<file path="src/rtl/dual_half_timer.sv">
module dual_half_timer #(
  parameter int TICK_DIV = 50_000_000,
  parameter int ADDR_W   = 8
) (
  input  logic              clk,
  input  logic              rst_n,
  input  logic              bus_wr,
  input  logic [ADDR_W-1:0] bus_addr,
  input  logic [31:0]       bus_wdata,
  output logic [31:0]       bus_rdata,
  output logic              irq,
  output logic              adc_trig
);
  localparam int HW    = 16;
  localparam int DIV_W = (TICK_DIV > 1) ? $clog2(TICK_DIV) : 1;
  localparam logic [DIV_W-1:0] DIV_LAST = DIV_W'(TICK_DIV - 1);
  localparam logic [6:0] MASK_KEEP = 7'h77;

  localparam logic [ADDR_W-1:0] A_CFG = 'h00, A_MODEA = 'h04, A_MODEB = 'h08,
    A_CTRL = 'h0C, A_MASK = 'h18, A_RAW = 'h1C, A_MSK = 'h20, A_CLR = 'h24,
    A_LOAD = 'h28, A_LOADB = 'h2C, A_MATCH = 'h30, A_MATCHB = 'h34,
    A_PREA = 'h38, A_PREB = 'h3C, A_PMA = 'h40, A_PMB = 'h44, A_CNT = 'h48;

  logic [2:0]    cfg_q;
  logic [3:0]    mode_a_q, mode_b_q;
  logic [15:0]   ctrl_q;
  logic [6:0]    mask_q, raw_q;
  logic [HW-1:0] load_a, load_b, match_a, match_b, pre_a, pre_b, pmat_a, pmat_b;

  logic          run_a, a_oneshot, run_b, b_oneshot, trig_q;
  logic [2:0]    a_cfg;
  logic [31:0]   cnt_a;
  logic [HW-1:0] cnt_b;
  logic [DIV_W-1:0] div_q;

  function automatic logic hit(input logic [ADDR_W-1:0] a);
    return bus_wr && (bus_addr == a);
  endfunction

  wire joined  = (cfg_q < 3'd4);
  wire ctrl_w  = hit(A_CTRL);
  wire a_on    = ctrl_w &&  bus_wdata[0] && !ctrl_q[0];
  wire a_off   = ctrl_w && !bus_wdata[0] &&  ctrl_q[0];
  wire b_on    = ctrl_w && !joined &&  bus_wdata[8] && !ctrl_q[8];
  wire b_off   = ctrl_w && !joined && !bus_wdata[8] &&  ctrl_q[8];

  wire a_down  = run_a && (a_cfg == 3'd0 || a_cfg >= 3'd4);
  wire a_rtc   = run_a && (a_cfg == 3'd1);
  wire [31:0] a_reload = (a_cfg == 3'd0) ? {load_b, load_a} : {16'h0, load_a};
  wire a_ev    = a_down && (cnt_a == 32'h0) && !a_on && !a_off;
  wire tick    = a_rtc && (div_q == DIV_LAST) && !a_on && !a_off;
  wire [31:0] rtc_next = cnt_a + 32'd1;
  wire rtc_hit = tick && (rtc_next == {match_b, match_a});
  wire b_ev    = run_b && (cnt_b == '0) && !b_on && !b_off;

  wire [6:0] set_bits = {2'b00, b_ev, 1'b0, rtc_hit, 1'b0, a_ev};
  wire [6:0] clr_bits = hit(A_CLR) ? bus_wdata[6:0] : 7'h0;

  assign irq      = |(raw_q & mask_q);
  assign adc_trig = trig_q;

  // register file
  always_ff @(posedge clk or negedge rst_n) begin
    if (!rst_n) begin
      cfg_q <= '0; mode_a_q <= '0; mode_b_q <= '0; ctrl_q <= '0;
      mask_q <= '0; raw_q <= '0;
      load_a <= '0; load_b <= '0; match_a <= '0; match_b <= '0;
      pre_a <= '0; pre_b <= '0; pmat_a <= '0; pmat_b <= '0;
    end else begin
      raw_q <= (raw_q & ~clr_bits) | set_bits;
      if (hit(A_CFG))   cfg_q    <= bus_wdata[2:0];
      if (hit(A_MODEA)) mode_a_q <= bus_wdata[3:0];
      if (hit(A_MODEB)) mode_b_q <= bus_wdata[3:0];
      if (ctrl_w)       ctrl_q   <= bus_wdata[15:0];
      if (hit(A_MASK))  mask_q   <= bus_wdata[6:0] & MASK_KEEP;
      if (hit(A_LOAD)) begin
        load_a <= bus_wdata[15:0];
        if (joined) load_b <= bus_wdata[31:16];
      end
      if (hit(A_LOADB)) load_b <= bus_wdata[15:0];
      if (hit(A_MATCH)) begin
        match_a <= bus_wdata[15:0];
        if (joined) match_b <= bus_wdata[31:16];
      end
      if (hit(A_MATCHB)) match_b <= bus_wdata[15:0];
      if (hit(A_PREA))   pre_a   <= bus_wdata[15:0];
      if (hit(A_PREB))   pre_b   <= bus_wdata[15:0];
      if (hit(A_PMA))    pmat_a  <= bus_wdata[15:0];
      if (hit(A_PMB))    pmat_b  <= bus_wdata[15:0];
    end
  end

  // timer A: 32-bit countdown, RTC, or 16-bit split countdown
  always_ff @(posedge clk or negedge rst_n) begin
    if (!rst_n) begin
      run_a <= 1'b0; a_cfg <= '0; a_oneshot <= 1'b0; cnt_a <= '0; div_q <= '0;
      trig_q <= 1'b0;
    end else begin
      trig_q <= a_ev && (a_cfg == 3'd0) && ctrl_q[5];
      if (a_on) begin
        run_a     <= 1'b1;
        a_cfg     <= cfg_q;
        a_oneshot <= mode_a_q[0];
        div_q     <= '0;
        cnt_a     <= (cfg_q == 3'd1) ? 32'h0 :
                     (cfg_q == 3'd0) ? {load_b, load_a} : {16'h0, load_a};
      end else if (a_off) begin
        run_a <= 1'b0;
      end else if (a_ev) begin
        if (a_oneshot) run_a <= 1'b0;
        else           cnt_a <= a_reload;
      end else if (a_down) begin
        cnt_a <= cnt_a - 32'd1;
      end else if (a_rtc) begin
        if (tick) begin
          div_q <= '0;
          cnt_a <= rtc_next;
        end else begin
          div_q <= div_q + 1'b1;
        end
      end
    end
  end

  // timer B: 16-bit countdown in split configurations
  always_ff @(posedge clk or negedge rst_n) begin
    if (!rst_n) begin
      run_b <= 1'b0; b_oneshot <= 1'b0; cnt_b <= '0;
    end else if (b_on) begin
      run_b <= 1'b1; b_oneshot <= mode_b_q[0]; cnt_b <= load_b;
    end else if (b_off) begin
      run_b <= 1'b0;
    end else if (b_ev) begin
      if (b_oneshot) run_b <= 1'b0;
      else           cnt_b <= load_b;
    end else if (run_b) begin
      cnt_b <= cnt_b - 1'b1;
    end
  end

  always_comb begin
    bus_rdata = '0;
    case (bus_addr)
      A_CFG:    bus_rdata = {29'h0, cfg_q};
      A_MODEA:  bus_rdata = {28'h0, mode_a_q};
      A_MODEB:  bus_rdata = {28'h0, mode_b_q};
      A_CTRL:   bus_rdata = {16'h0, ctrl_q};
      A_MASK:   bus_rdata = {25'h0, mask_q};
      A_RAW:    bus_rdata = {25'h0, raw_q};
      A_MSK:    bus_rdata = {25'h0, raw_q & mask_q};
      A_LOAD:   bus_rdata = {joined ? load_b : 16'h0, load_a};
      A_LOADB:  bus_rdata = {16'h0, load_b};
      A_MATCH:  bus_rdata = {joined ? match_b : 16'h0, match_a};
      A_MATCHB: bus_rdata = {16'h0, match_b};
      A_PREA:   bus_rdata = {16'h0, pre_a};
      A_PREB:   bus_rdata = {16'h0, pre_b};
      A_PMA:    bus_rdata = {16'h0, pmat_a};
      A_PMB:    bus_rdata = {16'h0, pmat_b};
      A_CNT:    bus_rdata = cnt_a;
      default:  bus_rdata = '0;
    endcase
  end

  a_r3_trig_has_flag: assert property (@(posedge clk) disable iff (!rst_n)
    adc_trig |-> raw_q[0]);
  a_r7_irq_needs_mask: assert property (@(posedge clk) disable iff (!rst_n)
    irq |-> (mask_q != 7'h0));
  a_r2_halt_cause: assert property (@(posedge clk) disable iff (!rst_n)
    $fell(run_a) |-> ($past(a_oneshot) || !ctrl_q[0]));
  a_r4_rtc_step: assert property (@(posedge clk) disable iff (!rst_n)
    (a_rtc && $past(a_rtc) && !$past(a_on)) |->
      (cnt_a == $past(cnt_a) || cnt_a == $past(cnt_a) + 32'd1));
  a_r8_set_wins: assert property (@(posedge clk) disable iff (!rst_n)
    $past(a_ev) |-> raw_q[0]);
  a_r6_b_split_only: assert property (@(posedge clk) disable iff (!rst_n)
    $rose(run_b) |-> ($past(cfg_q) >= 3'd4));
endmodule

</file>
<file path="config.mk">
export PLATFORM = sky130hd
export DESIGN_NAME = dual_half_timer
export DESIGN_NICKNAME = d
export VERILOG_FILES = /design/src/rtl/dual_half_timer.sv
export SDC_FILE = /design/constraint.sdc
export NUM_CORES = 1
export LEC_CHECK = 0
export ABC_AREA = 1
export BUFFER_PORTS_ARGS = -buffer_cell sky130_fd_sc_hd__buf_2
export CORE_ASPECT_RATIO = 0.9
export CORE_UTILIZATION = 50
export DETAILED_ROUTE_END_ITERATION = 8
export HOLD_SLACK_MARGIN = 0.1
export MAX_ROUTING_LAYER = met4
export PLACE_DENSITY = 0.65
export SLEW_MARGIN = 20
export SYNTH_ARGS = -nofsm -noshare
export SYNTH_HDL_FRONTEND = slang
export SYNTH_SLANG_ARGS = --single-unit
</file>
<file path="constraint.sdc">
create_clock -name clk -period 2.37 [get_ports clk]
set_clock_uncertainty 0.2 [all_clocks]
set_input_delay 0.1185 -clock clk [delete_from_list [all_inputs] [get_ports clk]]
set_output_delay 0.1185 -clock clk [all_outputs]
set_load 0.1 [all_outputs]
</file>
* Yosys cells after proc, flatten, opt, wreduce, memory -nomap -nowiden
Index checks and enable logic that the tools add are counted.
** Storage, ports and cells
- Flip-flop bits (word level) :: 250
- Logic and storage cells :: 169
** Operators by class
- Order comparisons :: 2
- Muxes and demuxes :: 38
- Reduce and logical (&&, ||, !) cells :: 72
- Add/subtract/negate cells :: 4
- Bitwise gates (word level) :: 4
- Equality and inequality tests :: 26
** Operators by type and width (count)
- $pmux 32 s16 :: 1
- $mux 32 :: 10
- $mux 16 :: 12
- $mux 26 :: 6
- $eq 8x6->1 const B :: 8
- $logic_and 1x1->1 :: 37
- $add 32x1->32 const B :: 1
- $eq 32x32->1 :: 1
- $logic_not 32->1 :: 1
- $sub 32x1->32 const B :: 1
- $add 26x1->26 const B :: 1
- $eq 26x26->1 const B :: 1
- $eq 8x7->1 const B :: 3
- $eq 8x4->1 const B :: 2
- $eq 8x5->1 const B :: 2
- $logic_not 16->1 :: 1
- $sub 16x1->16 const B :: 1
- $reduce_bool 3->1 :: 5
- $and 7x7->7 :: 2
- $reduce_bool 2->1 :: 5
- $logic_not 1->1 :: 9
- $eq 8x3->1 const B :: 1
- $logic_not 8->1 :: 1
- $mux 1 :: 8
- 15 further kinds :: 26

* Longest topological paths before layout
- Word-level depth :: 13
- Depth in mapped cells :: 16

* Worst setup path after synthesis
Ideal clock, no wire load.
- Path kind :: input -> output
- Start :: input port bus_addr[5]
- End :: output port bus_rdata[16]
- Path slack :: -0.460 ns
- Stages on the path :: 7
- Arrival time :: 2.511 ns
- Cells stage by stage :: nor2_2 nand2_1 nor2_1 nand2_1 clkbuf_1 buf_1 o211ai_1
** Between the ends
- Cells in the longest elaborated chain, start to end :: 2
** RTL lines
- from (decl) :: RTL line 8 : input logic [ADDR_W-1:0] bus_addr,
- $eq 8x7->1 (tied with other cells) :: RTL line 143 : case (bus_addr)
- $pmux 32 s16 (*) :: RTL line 143
- to (decl) :: RTL line 10 : output logic [31:0] bus_rdata,
Mark *: on every way between the ends. The rest lies on a longest branch, timed or not.

* Worst setup path after layout
- Start :: register cnt_a[8]
- End :: register cnt_a[28]
** Between the ends
- Cells in the longest elaborated chain, start to end :: 7
** RTL lines
- from (decl) :: RTL line 32 : logic [31:0] cnt_a;
- from (signal assigned) :: RTL line 105 : cnt_a <= (cfg_q == 3'd1) ? 32'h0 :
- from (signal assigned) :: RTL line 111 : else cnt_a <= a_reload;
- from (signal assigned) :: RTL line 113 : cnt_a <= cnt_a - 32'd1;
- $add 32x1->32 / $logic_not 32->1 (equally long branches) :: RTL line 52, 50
- $mux 32 / $logic_and 1x1->1 (equally long branches) :: RTL line 115, 50
- $mux 32 / $logic_and 1x1->1 (equally long branches) :: RTL line 114, 50
- $mux 32 / $logic_and 1x1->1 (equally long branches) :: RTL line 112, 50
- $mux 32 :: RTL line 109 : end else if (a_ev) begin
- $mux 32 :: RTL line 107 : end else if (a_off) begin
- $mux 32 :: RTL line 100 : if (a_on) begin
Several ways; a longest one is shown, not always the timed one. The select of a mux whose other input is x is not followed.
A chain may end at the register's enable or synchronous reset.

==> qor.txt <==
Die H: 171 µm
DR iter-0 viols: 2743
Critical Path RT: 2680 ps
max incr delay on CP: 400 ps
remaining antenna violation count after routing: 0
RSZ-0062 raised after global routing: yes
cell count after synthesis: 2309
Hold Slack: 97.6 ps
DRC violation count after routing: 0
vias per cell: 6.09
fmax: 0.385 GHz
GR Util All Layers: 44.2%
mux cell area share after synthesis: 0%
Period Utilization, post-route: 110%
crit path time final: 2600 ps
routed wire length per instance: 23.0 µm
Post-Synth XOR/XNOR Area: 2.33%
die span in x: 190 µm
Post-Syn Area: 0.0158 mm²
CP delay by family, top: simple AND/OR/NAND/NOR gates
number of placed I/O pins: 77
Yosys top cell area share: 39.5%
most used cell, CP: nand2_1
CP arrival: 2910 ps
number of global-route vias before repair: 17.3k
Post-Synth Simple-Gate Area: 33.0%
Clock Tree Buf Depth: 3
max capacitance violation total: 0
Routability Congestion: 1.07
Post-synth EDFFs: 0
Final WS setup: -227 ps
Comb pwr share: 12.5%
Setup crit start kind: flip-flop
Core Area: 0.0310 mm²
status: complete, but fails checks
clock root cell: clkbuf_16
Internal: 7540 µW
H-tree levels: 1
clock power share: 42.8%
CTS sink count: 250
maximum vdd drop: 0.587 mV
ant diodes: 0
Initial Utilization: 51.1%
flops & latches, synth: 250
first-pass GRT wire length: 104 mm
Slew @ Worst Pin: 784 ps
number of fill cells: 2514
worst path cell trace: nor2_1 -> nand2_1 -> buf_4 -> inv_1 -> nand2_1 -> nor3_4 -> nand3_4 -> nor2_4 -> buf_8 -> buf_6 -> nand3_2 -> nand2_1 -> nand2_1 -> a21boi_1
Slew Viols, Final: 0
critical-path maximum fanout: 6
failing checks: negative setup slack
post-synthesis compound-gate area fraction: 16.3%
synthesized area per cell: 6.86 µm²
WS Path Type: flip-flop to flip-flop
Num CTS Buffers: 27
Core Util, Final: 71.5%
net switching power: 3050 µW
IO buf count: 76
final WL: 71.3 mm
Hold WC Path Type: input port to flip-flop
later-pin clock latency in the skew report: 580 ps
Slew HR: 47.7%
Setup WS pre-CTS: -415 ps
Vias: 18.9k
GRT overflow: 0
Mapped Nets: 2358
synth top area cells: dfrtp_1 40%, nand2_1 17%, o21ai_0 8.3%
sequential fraction of design power: 44.7%
final setup vio count: 39
hpwl dp: 51.5 mm
share of cells above drive strength 1: 26.4%
Layout area overhead: 40.1%
clock slew at reported path FFs: 70 ps
Site Rows: 61
largest net degree at the start of global routing: 82
leakage: 0.0104 µW
Critical-path top delay cell: dfrtp_1
Power Density: 478 mW/mm²
CTS tree: done
Critical path buffers and inverters: 4
final hold violations: 0
initial antenna violation count: 0
Most used DFF post-synth: dfrtp_1
cell taking the most area after synthesis: dfrtp_1
critical path endpoint category: flip-flop
register area share after synthesis: 39.5%
Distinct cells, synth: 51
full die area: 0.0324 mm²
TritonRoute pass-1 iters: 6
Synth Area in Adders: 0.474%
Nets: 2725
async set or reset register ratio after synthesis: 100%
largest family of logic cells by synthesized area: simple AND/OR/NAND/NOR gates
Sw Ratio: 28.8%
Syn. warnings: 0
==> layout by cell type (no fill, tap or decap), types with 6 or more instances in the layout <==
cell type        n
nand3_1        176
nand2_4         10
clkinvlp_4       7
o211ai_1        32
nand4_1         42
dfrtp_2         15
o22ai_1         17
a221oi_1         6
nor3_1          17
nor2_1         149
o22ai_2          8
xnor2_1          9
inv_1          181
dfrtp_1        235
nor4_1           9
a21oi_1         37
clkbuf_16       31
xor2_1          28
a221oi_2        19
buf_2           41
clkbuf_8         8
dlygate4sd3_1   54
o21ai_1         26
nand2_2         43
nor2_2          40
buf_6           36
nor2_4          23
o21a_1           6
inv_4           11
nand3_2         19
buf_12          51
nand2_1        659
o21ai_2          6
o21ai_0        244
inv_2           35
nand3_4          9
buf_4          250
a211oi_1         8
nand3b_1         7
==> repair_timing <==
item	CTS	global route
hold buffers	55	1
gates cloned	0	7
setup endpoints to repair	31	87
pin swaps	39	74
buffers inserted	27	38
endpoints found under the hold margin	427	1
resized for setup	161	211
==> power by group through the flow <==
stage | Sequential [µW] | Clock (µW) | Combinational (µW)
floorplan | 4670 | 0 | 516
global placement | 4760 | 0 | 1030
detailed placement | 4770 | 0 | 1050
CTS | 4700 | 4510 | 1200
global route | 4740 | 4680 | 1410
finish | 4730 | 4530 | 1330
==> layout make-up <==
type	instances	area (µm²)	area share (%)
Clock inverter	11	130	0.587
Sequential cell	250	6270	28.3
Multi-Input combinational cell	1716	9260	41.7
Inverter	237	948	4.28
Clock buffer	39	801	3.61
Tap cell	409	512	2.31
Timing Repair inverter	1	7.51	0.0339
Timing Repair Buffer	443	4240	19.1
==> Yosys cell counts, types with 2 or more instances <==
| cell | n |
|---|---|
| buf_4 | 2 |
| o21a_1 | 6 |
| nor2_4 | 4 |
| a22o_1 | 4 |
| xnor3_1 | 2 |
| o21ai_1 | 11 |
| o21ai_2 | 2 |
| nand4_1 | 42 |
| ha_1 | 6 |
| inv_1 | 224 |
| nor2_1 | 194 |
| or2_2 | 3 |
| nor2_2 | 14 |
| a21boi_0 | 4 |
| buf_1 | 5 |
| nand3_1 | 202 |
| a21boi_1 | 4 |
| inv_2 | 10 |
| clkbuf_1 | 71 |
| nand3b_1 | 7 |
| o21ai_0 | 264 |
| a31oi_1 | 2 |
| nor4_1 | 13 |
| nor3_2 | 2 |
| a211oi_1 | 10 |
| nand2_1 | 709 |
| o22ai_1 | 29 |
| xnor2_1 | 9 |
| a21oi_1 | 39 |
| xor2_1 | 28 |
| a221oi_1 | 25 |
| buf_2 | 28 |
| o2111ai_1 | 5 |
| nor3_1 | 21 |
| clkinv_1 | 3 |
| dfrtp_1 | 250 |
| nor3b_1 | 2 |
| nand2_2 | 4 |
| nor2_8 | 2 |
| o211ai_1 | 32 |
| a22oi_1 | 5 |
==> through the flow <==
stage	power [µW]	area (µm²)	cells	setup TNS, ps
2_1_floorplan	5180	15900	2309	-2820
3_3_place_gp	5790	18800	2933	-835
3_5_place_dp	5820	18800	2933	-1140
4_1_cts	10400	21100	3064	-548
5_1_grt	10800	22200	3106	-6670
6_report	10600	22200	3106	-4950
==> worst reg2reg max path: stages (launching register included) <==
cell,delay (ps)
dfrtp_1,400
nor2_1,280
nand2_1,130
buf_4,150
inv_1,100
nand2_1,110
nor3_4,220
nand3_4,140
nor2_4,190
buf_8,170
buf_6,110
nand3_2,50
nand2_1,80
nand2_1,50
a21boi_1,150
==> cell families (layout without fill, tap and decap cells) <==
kind of cell             after synthesis  count (layout)
AO/OA/AOI/OAI                        446             446
flip-flops                           250             250
buffers and inverters                343             731
AND/OR/NAND/NOR                     1225            1225
XOR/XNOR                              39              39
adder cells (fa/ha/maj)                6               6
==> worst paths after layout <==
| path | to | slack (ps) | from | cells after the start |
|---|---|---|---|---|
| setup / recovery | cnt_a[28] | -230 | cnt_a[8] | 14 |
| hold / removal | a_cfg[0] | 100 | bus_addr[0] | 8 |
| setup reg to reg | cnt_a[28] | -230 | cnt_a[8] | 14 |
| hold reg to reg | ctrl_q[3] | 290 | ctrl_q[3] | 2 |
| max in group asynchronous | cfg_q[2] | 730 | rst_n | 4 |
| min in group asynchronous | div_q[16] | 480 | rst_n | 3 |
==> per-layer routing <==
metal  global-route usage [%]  up-vias  wire length (µm)
met5                        -        -                 0
met4                     18.6        0              3460
met3                     9.48      267              9110
met2                     64.5     1367             31000
met1                     59.3     8906             27800
li1                         -     8375                 -
==> sequential cells by signal (all words and copies together), names as in the netlist, 6 cells and up <==
signal	flops
pre_b	16
match_a	16
mask_q	6
pre_a	16
cnt_a	32
load_a	16
pmat_a	16
raw_q	7
div_q	26
match_b	16
cnt_b	16
pmat_b	16
load_b	16
ctrl_q	16
(Power assumes the default switching activity.)
